==> config.mk <==
export PLATFORM = sky130hd
export DESIGN_NAME = ep_status_flags
export DESIGN_NICKNAME = d
export VERILOG_FILES = /design/src/rtl/ep_stat_pkg.sv /design/src/rtl/ep_mode_decode.sv /design/src/rtl/ep_mframe_check.sv /design/src/rtl/ep_flag_cell.sv /design/src/rtl/ep_status_flags.sv
export SDC_FILE = /design/constraint.sdc
export NUM_CORES = 1
export LEC_CHECK = 0
export BUFFER_PORTS_ARGS = -buffer_cell sky130_fd_sc_hd__buf_4
export CORE_AREA = 10 10 47 49
export CTS_CLUSTER_SIZE = 25
export DETAILED_ROUTE_END_ITERATION = 8
export DIE_AREA = 0 0 57 59
export PLACE_DENSITY = 0.66
export SLEW_MARGIN = 10
export SYNTH_ARGS = -nofsm -noshare
export SYNTH_HDL_FRONTEND = slang
export SYNTH_SLANG_ARGS = --single-unit
==> constraint.sdc <==
create_clock -name clk -period 2.05 [get_ports clk]
set_input_delay 0.1025 -clock clk [delete_from_list [all_inputs] [get_ports clk]]
set_output_delay 0.1025 -clock clk [all_outputs]
set_load 0.01 [all_outputs]
==> src/rtl/ep_stat_pkg.sv <==
// Shared types for the endpoint status flag block.
// Assumes a four-flag status word with fixed bit roles.
package ep_stat_pkg;

    typedef enum logic [1:0] {
        EP_CTRL = 2'd0,
        EP_ISO  = 2'd1,
        EP_BULK = 2'd2,
        EP_INTR = 2'd3
    } ep_kind_t;

    localparam int unsigned NFLAGS   = 4;
    localparam int unsigned F_SETUP  = 0;
    localparam int unsigned F_TXERR  = 1;
    localparam int unsigned F_STALL  = 2;
    localparam int unsigned F_NAK    = 3;

endpackage

==> src/rtl/ep_mode_decode.sv <==
// Turns the endpoint configuration and the engine event pulses into one set
// request per flag, the load control for the CRC bit, and the effective
// clear mask. Purely combinational; assumes the configuration is static
// apart from the rare change made by firmware.
module ep_mode_decode
    import ep_stat_pkg::*;
#(
    parameter int unsigned CNT_W = 2
) (
    input  logic [1:0]        cfg_type,
    input  logic              cfg_dir_in,
    input  logic [CNT_W-1:0]  cfg_ntrans,
    input  logic              cfg_force_stall,
    input  logic              ev_setup,
    input  logic              ev_iso_underflow,
    input  logic              ev_iso_overflow,
    input  logic              ev_txn_err,
    input  logic              ev_stall_sent,
    input  logic              ev_nak_in,
    input  logic              ev_out_rx,
    input  logic              ev_out_crc_bad,
    input  logic              ev_flush,
    input  logic              ntr_short,
    input  logic              sw_clr_we,
    input  logic [NFLAGS-1:0] sw_clr_mask,
    output logic [CNT_W-1:0]  ntrans_eff,
    output logic              hb_iso_in,
    output logic [NFLAGS-1:0] set_req,
    output logic [NFLAGS-1:0] clr_req,
    output logic [NFLAGS-1:0] load_en,
    output logic [NFLAGS-1:0] load_val
);

    ep_kind_t kind;
    logic     is_iso, iso_in, iso_out;

    // Classify the endpoint from its configuration.
    always_comb begin
        kind       = ep_kind_t'(cfg_type);
        is_iso     = (kind == EP_ISO);
        iso_in     = is_iso && cfg_dir_in;
        iso_out    = is_iso && !cfg_dir_in;
        ntrans_eff = (cfg_ntrans == '0) ? CNT_W'(1) : cfg_ntrans;
        hb_iso_in  = iso_in && (ntrans_eff > CNT_W'(1));
    end

    // Pick the set condition of each shared flag by endpoint kind.
    always_comb begin
        set_req          = '0;
        set_req[F_SETUP] = ((kind == EP_CTRL) && ev_setup)
                         || (iso_in && ev_iso_underflow)
                         || (iso_out && ev_iso_overflow);
        set_req[F_TXERR] = ev_txn_err;
        set_req[F_STALL] = (!is_iso && ev_stall_sent && cfg_force_stall)
                         || (hb_iso_in && ntr_short);
        set_req[F_NAK]   = hb_iso_in ? ev_flush : ev_nak_in;
    end

    // The CRC bit is loaded on OUT data and cannot be cleared by software.
    always_comb begin
        load_en           = '0;
        load_val          = '0;
        load_en[F_STALL]  = iso_out && ev_out_rx;
        load_val[F_STALL] = ev_out_crc_bad;
        clr_req           = sw_clr_we ? sw_clr_mask : '0;
        if (iso_out) begin
            clr_req[F_STALL] = 1'b0;
        end
    end

endmodule

==> src/rtl/ep_mframe_check.sv <==
// End-of-microframe check for high-bandwidth isochronous IN endpoints:
// flags a microframe that sent at least one bank but validated fewer banks
// than the configured transactions per microframe. Assumes the effective
// count is already mapped from 0 to 1.
module ep_mframe_check #(
    parameter int unsigned CNT_W = 2
) (
    input  logic             ev_mframe_end,
    input  logic [CNT_W-1:0] banks_sent,
    input  logic [CNT_W-1:0] banks_valid,
    input  logic [CNT_W-1:0] ntrans_eff,
    output logic             ntr_short
);

    // Compare validated banks with the configured count at microframe end.
    always_comb begin
        ntr_short = ev_mframe_end
                 && (banks_sent != '0)
                 && (banks_valid < ntrans_eff);
    end

endmodule

==> src/rtl/ep_flag_cell.sv <==
// One sticky status flag. Priority, highest first: wipe (endpoint reset or
// disable), load of a status value, set event, software clear.
// Assumes set and clear are already qualified by the decoder.
module ep_flag_cell (
    input  logic clk,
    input  logic rst_n,
    input  logic wipe_i,
    input  logic load_en_i,
    input  logic load_val_i,
    input  logic set_i,
    input  logic clr_i,
    output logic q_o
);

    // Hold the flag with its fixed priority of updates.
    always_ff @(posedge clk) begin
        if (!rst_n || wipe_i) begin
            q_o <= 1'b0;
        end else if (load_en_i) begin
            q_o <= load_val_i;
        end else if (set_i) begin
            q_o <= 1'b1;
        end else if (clr_i) begin
            q_o <= 1'b0;
        end
    end


    set_wins_chk: assert property (@(posedge clk) disable iff (!rst_n)
        (set_i && !wipe_i && !load_en_i) |=> q_o);


    wipe_clears_chk: assert property (@(posedge clk) disable iff (!rst_n)
        wipe_i |=> !q_o);


    clear_acts_chk: assert property (@(posedge clk) disable iff (!rst_n)
        (clr_i && !set_i && !load_en_i) |=> !q_o);

endmodule

==> src/rtl/ep_status_flags.sv <==
// Per-endpoint status flag word. Decodes the endpoint kind, runs the
// microframe-end bank check and keeps four sticky flags. Assumes the
// event inputs are single-cycle pulses from the protocol engine and the
// configuration is stable while events arrive.
module ep_status_flags
    import ep_stat_pkg::*;
#(
    parameter int unsigned CNT_W = 2
) (
    input  logic             clk,
    input  logic             rst_n,
    input  logic [1:0]       cfg_type,
    input  logic             cfg_dir_in,
    input  logic [CNT_W-1:0] cfg_ntrans,
    input  logic             cfg_force_stall,
    input  logic             ev_setup,
    input  logic             ev_iso_underflow,
    input  logic             ev_iso_overflow,
    input  logic             ev_txn_err,
    input  logic             ev_stall_sent,
    input  logic             ev_nak_in,
    input  logic             ev_out_rx,
    input  logic             ev_out_crc_bad,
    input  logic             ev_mframe_end,
    input  logic [CNT_W-1:0] mf_banks_sent,
    input  logic [CNT_W-1:0] mf_banks_valid,
    input  logic             ev_flush,
    input  logic             sw_clr_we,
    input  logic [3:0]       sw_clr_mask,
    input  logic             ep_reset,
    input  logic             ep_disable,
    output logic [3:0]       status
);

    logic [CNT_W-1:0]  ntrans_eff;
    logic              hb_iso_in;
    logic              ntr_short;
    logic              wipe;
    logic [NFLAGS-1:0] set_req, clr_req, load_en, load_val;

    // Either endpoint strobe empties the whole word.
    always_comb wipe = ep_reset || ep_disable;

    ep_mframe_check #(.CNT_W(CNT_W)) i_mframe (
        .ev_mframe_end (ev_mframe_end),
        .banks_sent    (mf_banks_sent),
        .banks_valid   (mf_banks_valid),
        .ntrans_eff    (ntrans_eff),
        .ntr_short     (ntr_short)
    );

    ep_mode_decode #(.CNT_W(CNT_W)) i_decode (
        .cfg_type         (cfg_type),
        .cfg_dir_in       (cfg_dir_in),
        .cfg_ntrans       (cfg_ntrans),
        .cfg_force_stall  (cfg_force_stall),
        .ev_setup         (ev_setup),
        .ev_iso_underflow (ev_iso_underflow),
        .ev_iso_overflow  (ev_iso_overflow),
        .ev_txn_err       (ev_txn_err),
        .ev_stall_sent    (ev_stall_sent),
        .ev_nak_in        (ev_nak_in),
        .ev_out_rx        (ev_out_rx),
        .ev_out_crc_bad   (ev_out_crc_bad),
        .ev_flush         (ev_flush),
        .ntr_short        (ntr_short),
        .sw_clr_we        (sw_clr_we),
        .sw_clr_mask      (sw_clr_mask),
        .ntrans_eff       (ntrans_eff),
        .hb_iso_in        (hb_iso_in),
        .set_req          (set_req),
        .clr_req          (clr_req),
        .load_en          (load_en),
        .load_val         (load_val)
    );

    for (genvar g = 0; g < NFLAGS; g++) begin : g_flag
        ep_flag_cell i_cell (
            .clk        (clk),
            .rst_n      (rst_n),
            .wipe_i     (wipe),
            .load_en_i  (load_en[g]),
            .load_val_i (load_val[g]),
            .set_i      (set_req[g]),
            .clr_i      (clr_req[g]),
            .q_o        (status[g])
        );
    end


    no_bulk_setup_chk: assert property (@(posedge clk) disable iff (!rst_n)
        ((cfg_type == 2'd2 || cfg_type == 2'd3) && !status[0]) |=> !status[0]);


    crc_bit_ro_chk: assert property (@(posedge clk) disable iff (!rst_n)
        (cfg_type == 2'd1 && !cfg_dir_in && !ev_out_rx && !wipe)
        |=> (status[2] == $past(status[2])));


    crc_load_chk: assert property (@(posedge clk) disable iff (!rst_n)
        (cfg_type == 2'd1 && !cfg_dir_in && ev_out_rx && !wipe)
        |=> (status[2] == $past(ev_out_crc_bad)));


    ntr_short_chk: assert property (@(posedge clk) disable iff (!rst_n)
        (cfg_type == 2'd1 && cfg_dir_in && cfg_ntrans > CNT_W'(1) && ev_mframe_end
         && mf_banks_sent != '0 && mf_banks_valid < cfg_ntrans && !wipe)
        |=> status[2]);


    strobe_empty_chk: assert property (@(posedge clk) disable iff (!rst_n)
        (ep_reset || ep_disable) |=> (status == 4'd0));

endmodule

# Word-level counts from Yosys, hierarchy flattened
# Index checks and enable logic that the tools add are counted.
# Widths: inputs -> output; s select.
# word_totals
input_bits,29
regBits,4
out_inout_bits,4
word_cells,47
# classes
n_lt_le_gt_ge,2
muxes,13
n_reduce_logical,27
eq_ne,1
# op_table
operator,count
$logic_and 1x1->1,12
$mux 1,11
$reduce_bool 2->1,4
$logic_or 1x1->1,5
$logic_not 2->1,2
$mux 4,1
$logic_not 1->1,3
$reduce_bool 3->1,1
$eq 2x1->1 const B,1
$gt 2x1->1 const B,1
$lt 2x2->1,1
$mux 2,1

# Depth between registers and ports, before layout
# Gate-level depths: netlist (run 1).
# depth
ltp_word,8
depth_mapped,5
mapped_depth_nobuf,5

# Hierarchy
# From an unflattened synthesis (run 1), not the netlist that was laid out.
# unflattened
hier_cells,54
area_unflattened_um2,449.2
# by_module_without_submodules
module,seq_area_each_um2,n_inst,area_each_um2,cells_each
ep_flag_cell,20.0,4,55.1,6
ep_mode_decode,0.0,1,177.7,23
ep_mframe_check,0.0,1,45.0,6
ep_status_flags,0.0,1,6.3,1

# Least setup slack after synthesis (run 1)
# No wires, ideal clock.
# synth_timing
path_kind,input to register
from,input cfg_ntrans[1]
to,register g_flag[2].i_cell.q_o
cell_stages,5
t_required_ns,1.964
arrival_ns,0.787
slack_ns,1.176
setup_time_ns,0.086
cell_sequence,inv_1 ha_1 nor3b_1 a31oi_1 a221oi_2
# synth_between
elab_chain_len,8
# synth_rtl
element,line_no,source
from (decl),ep_status_flags.sv:14,"input logic [CNT_W-1:0] cfg_ntrans,"
$logic_not 2->1,ep_mode_decode.sv:43,ntrans_eff = (cfg_ntrans == '0) ? CNT_W'(1) : cfg_ntrans;
$mux 2 *,ep_mode_decode.sv:43,
$gt 2x1->1 / $lt 2x2->1 (equally long branches),"ep_mode_decode.sv:44, ep_mframe_check.sv:19",
"$logic_and 1x1->1, on equally long branches","ep_mode_decode.sv:44, ep_mframe_check.sv:19",
$logic_and 1x1->1 *,ep_mode_decode.sv:55,|| (hb_iso_in && ntr_short);
$logic_or 1x1->1 *,ep_mode_decode.sv:55,
$mux 1,ep_flag_cell.sv:21,end else if (set_i) begin
$mux 1,ep_flag_cell.sv:19,end else if (load_en_i) begin
to (signal assigned),ep_flag_cell.sv:20,q_o <= load_val_i;
to (decl),ep_flag_cell.sv:12,output logic q_o
# Every way passes the cells marked *; elsewhere a longest branch is shown, timed or not.
# A chain may end at the register's enable or synchronous reset.

# Worst setup path after layout (run 1)
# layout_timing
from,input mf_banks_valid[1]
to,register g_flag[2].i_cell.q_o
# layout_between
elab_chain_len,6
# layout_rtl
element,line_no,source
from (decl),ep_status_flags.sv:26,"input logic [CNT_W-1:0] mf_banks_valid,"
$lt 2x2->1 *,ep_mframe_check.sv:19,&& (banks_valid < ntrans_eff);
$logic_and 1x1->1 *,ep_mframe_check.sv:19,
$logic_and 1x1->1 *,ep_mode_decode.sv:55,
$logic_or 1x1->1 *,ep_mode_decode.sv:55,
$mux 1,ep_flag_cell.sv:21,
$mux 1,ep_flag_cell.sv:19,
# Marks and branches as above.

==> metrics.md, run 1 <==
| Metric | Value |
|---|---|
| Crit path DAT | 0.96 ns |
| Setup_tns | 0 ns |
| Detailed Route WL | 1150 µm |
| Die W | about 57 µm |
| Vias/cell | about 4.5 |
| Buffers on Ports | 32 |
| Post-CTS Repair Setup Buffers | 0 |
| Max-slew headroom | 0.863 |
| Power Total | 0.252 mW |
| Gr ovfl total | 0 |
| Leakage | 0.288 nW |
| Die area | 0.00336 mm² |
| Post-DRT Antenna Nets | 0 |
| Fin crit share | 0.392 |
| Final Hold Fails | 0 |
| Status | finished, final reports clean |
| Final nets | 104 |
| Max Cap Viol | 0 |
| Reg with most FFs | g_flag.i_cell.q_o |
| Top FF cell, synth | dfxtp_1 |
| Clk sinks | 4 |
| Hold path depth | 3 |
| Post-synth top area share | 0.256 |
| Crit Reg-Reg Endpoint | g_flag[2].i_cell.q_o$_SDFFE_PP0P_ |
| Placement Cell Area | 543 µm² |
| Syn-to-layout area delta | 80.8% |
| R2r startpoint | g_flag[2].i_cell.q_o$_SDFFE_PP0P_ |
| Mapped Area | between 300 and 400 µm² |
| Hold path start | ev_txn_err |
| Vias in the first global route | 398 |
| Sequential area share after synthesis | 0.256 |
| Top cells by count, synth | 8 x nand2_1, 4 x buf_4, 4 x dfxtp_1, 4 x inv_1, 4 x nor2_1 |
| Largest registers | g_flag.i_cell.q_o: 4 flops |
| Largest cells by area after synthesis | dfxtp_1 26%, buf_4 9.6%, nand2_1 9.6% |
| CP Capture Type | flip-flop |
| Design Area, Final | 566 µm² |
| RSZ-0062 raised after global routing | false |
| Antenna Cells | 0 |
| Leading area contributor after synthesis | dfxtp_1 |
| Hold WC Path Type | input pin to flip-flop |
| Cells after Synth | 41 |
| CP startpoint kind | input pin |
| Power Density | about 450 mW/mm² |
| Cell Rows | 14 |
| Clock Power Share | 0.394 |
| Initial core utilization | 0.223 |
| RePlAce Congestion | 0.665 |
| Sequential share of power | 0.322 |
| Core area | 0.00140 mm² |
| Sw Pwr | 0.0586 mW |
| Largest net degree at the start of global routing | 5 |
| CTS max path bufs | 2 |
| Worst EP required | 2.21 ns |
| DR iter-0 viols | 6 |
| Fin Clk Skew | 0 ns |
| Warnings, synthesis | 0 |
| Via count | 395 |
| Syn Area/Cell | ~7.6 µm² |
| Die height | between 50 and 60 µm |
| Clk Latency, worst-skew pair | 0.24 ns |
| Post-synth ARST share | 0 |
| Setup violators final | 0 |
| Sw frac | 0.232 |
| FF-to-FF setup slack | 1.35 ns |
| First-pass GRT wire length | 1730 µm |
| Drt wl/cell | 13.0 µm |
| Crit path max fanout | 1 |
| Post-synth EDFFs | 0 |
| Final core utilization | 0.404 |
| Achievable frequency | 1240 MHz |
| CTS resizes | 0 |
| Setup CP Type | input pin to flip-flop |
| Logic gate share of total power | 0.284 |
| Most frequent cell after synthesis | nand2_1 |
| Htree depth | 1 |
| Min Tclk post-route | roughly 0.80 ns |
| Final Slew Violations | 0 |
| Total CTS buffers | 3 |
| Residual DRC | 0 |
| Internal power | 0.194 mW |
| Max IR drop VDD | 0.416 mV |
| Drt pass-1 iters | 4 |
| Final instance count without filler cells | 88 |
| Total track usage | 0.0658 |
| Synth cell types | 19 |
| Hold Path End | g_flag[1].i_cell.q_o$_SDFFE_PP0P_ |
| Layout cells sized above 1 | 0.542 |
| Top Ports | 33 |
| Post-placement cell count | 85 |
| Max FFs per register | 4 |
| Reg2reg path depth | 2 |
| Synthesized Nets | between 70 and 80 |
| CTS Hold Bufs | 0 |
| #FFs+latches synth | 4 |
| CTS tree | yes |
| Initial antenna violation count | 0 |
| Clock transition at path regs | 0.04 ns |
| Worst Max-Slew Pin Slew | 0.204 ns |
| Clock root buffer | clkbuf_4 |
logic make-up (layout without fill, tap and decap cells):
kind of cell             Yosys count  count (layout)  share of synthesized area
AO/OA/AOI/OAI                      9               9                      0.200
adder cells (fa/ha/maj)            1               1                     0.0400
buffers and inverters              8              39                      0.144
flip-flops                         4               4                      0.256
multiplexers                       1               1                     0.0320
AND/OR/NAND/NOR                   18              18                      0.328
cell type report:
class,instances,area (µm²)
well taps,16,20.0
fillers,159,836
inverters,4,15.0
multi-input cells,29,188
clock buffers,3,22.5
repair buffers,32,240
flip-flops and latches,4,80.1
how the worst max path moves through the flow:
stage	from	endpoint	slack, ns	cells past startpoint
finish	mf_banks_valid[1]	g_flag[2].i_cell.q_o$_SDFFE_PP0P_	1.25	5
global route	g_flag[0].i_cell.q_o$_SDFFE_PP0P_	status[0]	1.22	1
detailed placement	mf_banks_valid[1]	g_flag[2].i_cell.q_o$_SDFFE_PP0P_	0.99	5
CTS	mf_banks_valid[1]	g_flag[2].i_cell.q_o$_SDFFE_PP0P_	1.25	5
global placement	mf_banks_valid[1]	g_flag[2].i_cell.q_o$_SDFFE_PP0P_	1.03	5
floorplan	cfg_ntrans[1]	g_flag[2].i_cell.q_o$_SDFFE_PP0P_	1.18	5
cell usage in the layout (no fill, tap or decap):
| cell | count |
|---|---|
| a21oi_1 | 3 |
| a221oi_2 | 1 |
| a31oi_1 | 1 |
| a32oi_1 | 1 |
| and2_1 | 1 |
| and3_4 | 1 |
| buf_4 | 32 |
| clkbuf_4 | 3 |
| dfxtp_1 | 4 |
| ha_1 | 1 |
| inv_1 | 4 |
| mux2i_1 | 1 |
| nand2_1 | 8 |
| nand2b_1 | 1 |
| nor2_1 | 4 |
| nor2b_4 | 1 |
| nor3b_1 | 1 |
| nor3b_2 | 1 |
| o21ai_0 | 1 |
| o22ai_1 | 2 |
through the flow:
stage,setup WS (ns),hold slack [ns]
finish,1.25,0.0735
global route,1.22,0.0806
CTS,1.25,0.0646
floorplan,1.18,0.220
detailed placement,0.994,0.314
global placement,1.03,0.306
layer usage:
metal | global-route usage | vias to the layer above | wire length (µm) | part of all wire
met3 | 0.0622 | 0 | 155 | 0.14
li1 | - | 199 | - | -
met1 | 0.0657 | 170 | 450 | 0.39
met5 | 0 | - | 0 | 0
met4 | 0.0101 | 0 | 0 | 0
met2 | 0.101 | 26 | 542 | 0.47
power groups by stage:
stage | registers, mW | clock network, mW | logic [mW]
finish | 0.0812 | 0.0994 | 0.0715
CTS | 0.0811 | 0.107 | 0.0722
detailed placement | 0.0824 | 0 | 0.0721
floorplan | 0.0822 | 0 | 0.0243
global placement | 0.0824 | 0 | 0.0708
global route | 0.0812 | 0.116 | 0.0786
worst max-delay path: stages:
cell	delay, ns
buf_4	0.11
ha_1	0.18
nor3b_1	0.20
a31oi_1	0.14
a221oi_2	0.23
(Power assumes the default switching activity.)
==> run 2: changes to the inputs <==
==> constraint.sdc (replaced) <==
create_clock -name clk -period 0.8 [get_ports clk]
set_input_delay 0.04 -clock clk [delete_from_list [all_inputs] [get_ports clk]]
set_output_delay 0.04 -clock clk [all_outputs]
set_load 0.01 [all_outputs]
==> run 2 against run 1 <==
  * Sequential share of layout area down 0.71 points
  * Global-route usage up 0.44 points
  * Die area unchanged
  * Register-to-register slack worse by 1.3 ns
  * Sequential power grew to 2.6 times the previous value
  * Power grew to 2.6 times the previous value
  * Largest cell class unchanged
==> metrics.md, run 2 (synthesis gave the netlist of run 1 again) <==
| Metric | Value |
|---|---|
| Status | finished, final reports clean (unchanged) |
| Total CTS buffers | 3 (unchanged) |
| Vias/cell | 4.26 (was 4.49) |
| Syn-to-layout area delta | 90.4% (was 80.8%) |
| Setup_tns | 0 ns (unchanged) |
| Clock transition at path regs | 0.04 ns (about the same) |
| Buffers on Ports | 32 (unchanged) |
| Min Tclk post-route | 0.739 ns |
| Worst Max-Slew Pin Slew | 0.193 ns (was 0.204 ns) |
| Max incr delay on CP | 0.33 ns (was 0.23 ns) |
| WP buf/inv | 1 (unchanged) |
| Post-DRT Antenna Nets | 0 (unchanged) |
| Max-slew headroom | 0.871 (was 0.863) |
| Drt pass-1 iters | 3 (was 4) |
| CTS max path bufs | 2 (unchanged) |
| Crit-path slowest cell | dfxtp_1 (was a221oi_2) |
| Internal power | 0.507 mW (was 0.194 mW) |
| Final worst slack | 0.0610 ns (was 1.25 ns) |
| DR iter-0 viols | 7 (was 6) |
| Design Area, Final | 596 µm² (was 566 µm²) |
| CTS resizes | 0 (unchanged) |
| Post-CTS Repair Setup Buffers | 0 (unchanged) |
| Die area | 0.00336 mm² (unchanged) |
| Setup CP Type | flip-flop to primary output (was input pin to flip-flop) |
| CTS tree | yes (unchanged) |
| Sequential share of power | 0.314 (was 0.322) |
| Detailed Route WL | 1170 µm (was 1150 µm) |
| Drt wl/cell | 12.7 µm (was 13.0 µm) |
| Cells along the critical path | buf_4 (was buf_4 > ha_1 > nor3b_1 > a31oi_1 > a221oi_2) |
| Clk sinks | 4 (unchanged) |
| Die height | 59 µm (unchanged) |
| Commonest non-fill, non-tap cells in the layout | 36 x buf_4, 8 x nand2_1, 4 x inv_1, 4 x nor2_1, 4 x dfxtp_1 (was 32 x buf_4, 8 x nand2_1, 4 x inv_1, 4 x nor2_1, 4 x dfxtp_1) |
| Vias in the first global route | 434 (was 398) |
| Gr ovfl total | 0 (unchanged) |
| Total track usage | 0.0702 (was 0.0658) |
| Leakage | 0.308 nW (was 0.288 nW) |
| Top Ports | 33 (unchanged) |
| Power Total | 0.663 mW (was 0.252 mW) |
| Antenna Cells | 0 (unchanged) |
| Max IR drop VDD | 0.696 mV (was 0.416 mV) |
| Initial core utilization | 0.223 (unchanged) |
| Logic gate share of total power | 0.295 (was 0.284) |
| Die W | 57 µm (unchanged) |
| Pre-CTS setup slack | -0.169 ns (was 0.994 ns) |
| Most common cell after layout, fill and taps aside | buf_4 (unchanged) |
| Fin Clk Skew | 0 ns (unchanged) |
| Final nets | 108 (was 104) |
| Residual DRC | 0 (unchanged) |
| Sw Pwr | 0.156 mW (was 0.0586 mW) |
| Clock root buffer | clkbuf_4 (unchanged) |
| Via count | 392 (was 395) |
| Achievable frequency | 1350 MHz |
| Clk Latency, worst-skew pair | 0.23 ns (was 0.24 ns) |
| Fin crit share | 0.924 |
| Worst EP required | 0.76 ns (was 2.21 ns) |
| Reg with most FFs | g_flag.i_cell.q_o (unchanged) |
| Htree depth | 1 (unchanged) |
| RePlAce Congestion | 0.659 (was 0.665) |
| Worst path top cell family by delay | flip-flops (was compound AO/OA/AOI/OAI gates) |
| Crit path DAT | 0.70 ns (was 0.96 ns) |
| Setup violators final | 0 (unchanged) |
| Crit path max fanout | 2 (was 1) |
| Post-placement cell count | 89 (was 85) |
| RSZ-0062 raised after global routing | false (unchanged) |
| Sw frac | 0.235 (was 0.232) |
| Final Hold Fails | 0 (unchanged) |
| CTS Hold Bufs | 0 (unchanged) |
| FF-to-FF setup slack | 0.10 ns (was 1.35 ns) |
| Final Slew Violations | 0 (unchanged) |
| Final instance count without filler cells | 92 (was 88) |
| Core area | 0.00140 mm² (unchanged) |
| Power Density | 1110 mW/mm² (was 446 mW/mm²) |
| Initial antenna violation count | 0 (unchanged) |
| Placement Cell Area | 573 µm² (was 543 µm²) |
| Clock Power Share | 0.391 (was 0.394) |
| CP startpoint kind | flip-flop (was input pin) |
| Largest net degree at the start of global routing | 5 (unchanged) |
| Detailed Place HPWL | 1030 µm |
| Layout cells sized above 1 | 0.566 (was 0.542) |
| Max Cap Viol | 0 (unchanged) |
| Max FFs per register | 4 (unchanged) |
| Cell Rows | 14 (unchanged) |
| First-pass GRT wire length | 1860 µm (was 1730 µm) |
| Largest registers | g_flag.i_cell.q_o: 4 flops (unchanged) |
| Hold WC Path Type | input pin to flip-flop (unchanged) |
| CP Capture Type | primary output (was flip-flop) |
-- run 2: cell count changes in the layout (fill, tap and decap cells not counted) --
cell and change:
buf_4 +4
-- run 2: worst paths after layout --
| kind | from | to | depth (start not counted) |
|---|---|---|---|
| worst max register to register | g_flag[2].i_cell.q_o$_SDFFE_PP0P_ | g_flag[2].i_cell.q_o$_SDFFE_PP0P_ | 2 |
| worst min-delay path | ev_txn_err | g_flag[1].i_cell.q_o$_SDFFE_PP0P_ | 3 |
| worst min register to register | g_flag[3].i_cell.q_o$_SDFFE_PP0P_ | g_flag[3].i_cell.q_o$_SDFFE_PP0P_ | 2 |
| worst max-delay path | g_flag[1].i_cell.q_o$_SDFFE_PP0P_ | status[1] | 1 |
-- run 2: metrics by stage --
stage	utilization	hold slack, ns
finish	0.425	0.00633
floorplan	-	0.157
detailed placement	0.409	0.253
global route	0.425	0.0124
CTS	0.425	0.00303
global placement	0.409	0.243
-- run 2: area by class of cell --
| type | count | area [µm²] |
|---|---|---|
| fill | 144 | 806 |
| timing repair buffer | 36 | 270 |
| multi-input combinational | 29 | 188 |
| sequential | 4 | 80.1 |
| clock buffer | 3 | 22.5 |
| tap | 16 | 20.0 |
| inverter | 4 | 15.0 |
-- run 2: power by group through the flow --
stage	clock (mW)	sequential, mW	combinational [mW]
after detailed placement	0	0.211	0.198
after floorplan	0	0.211	0.0622
final	0.259	0.208	0.195
after global routing	0.284	0.208	0.217
after CTS	0.265	0.208	0.199
after global placement	0	0.211	0.194
-- run 2: layer usage --
metal | vias to the layer above | part of all wire | track usage
li1 | 206 | - | -
met1 | 167 | 0.39 | 0.0682
met2 | 19 | 0.52 | 0.112
met3 | 0 | 0.092 | 0.0451
met4 | 0 | 0 | 0.0403
met5 | - | 0 | 0
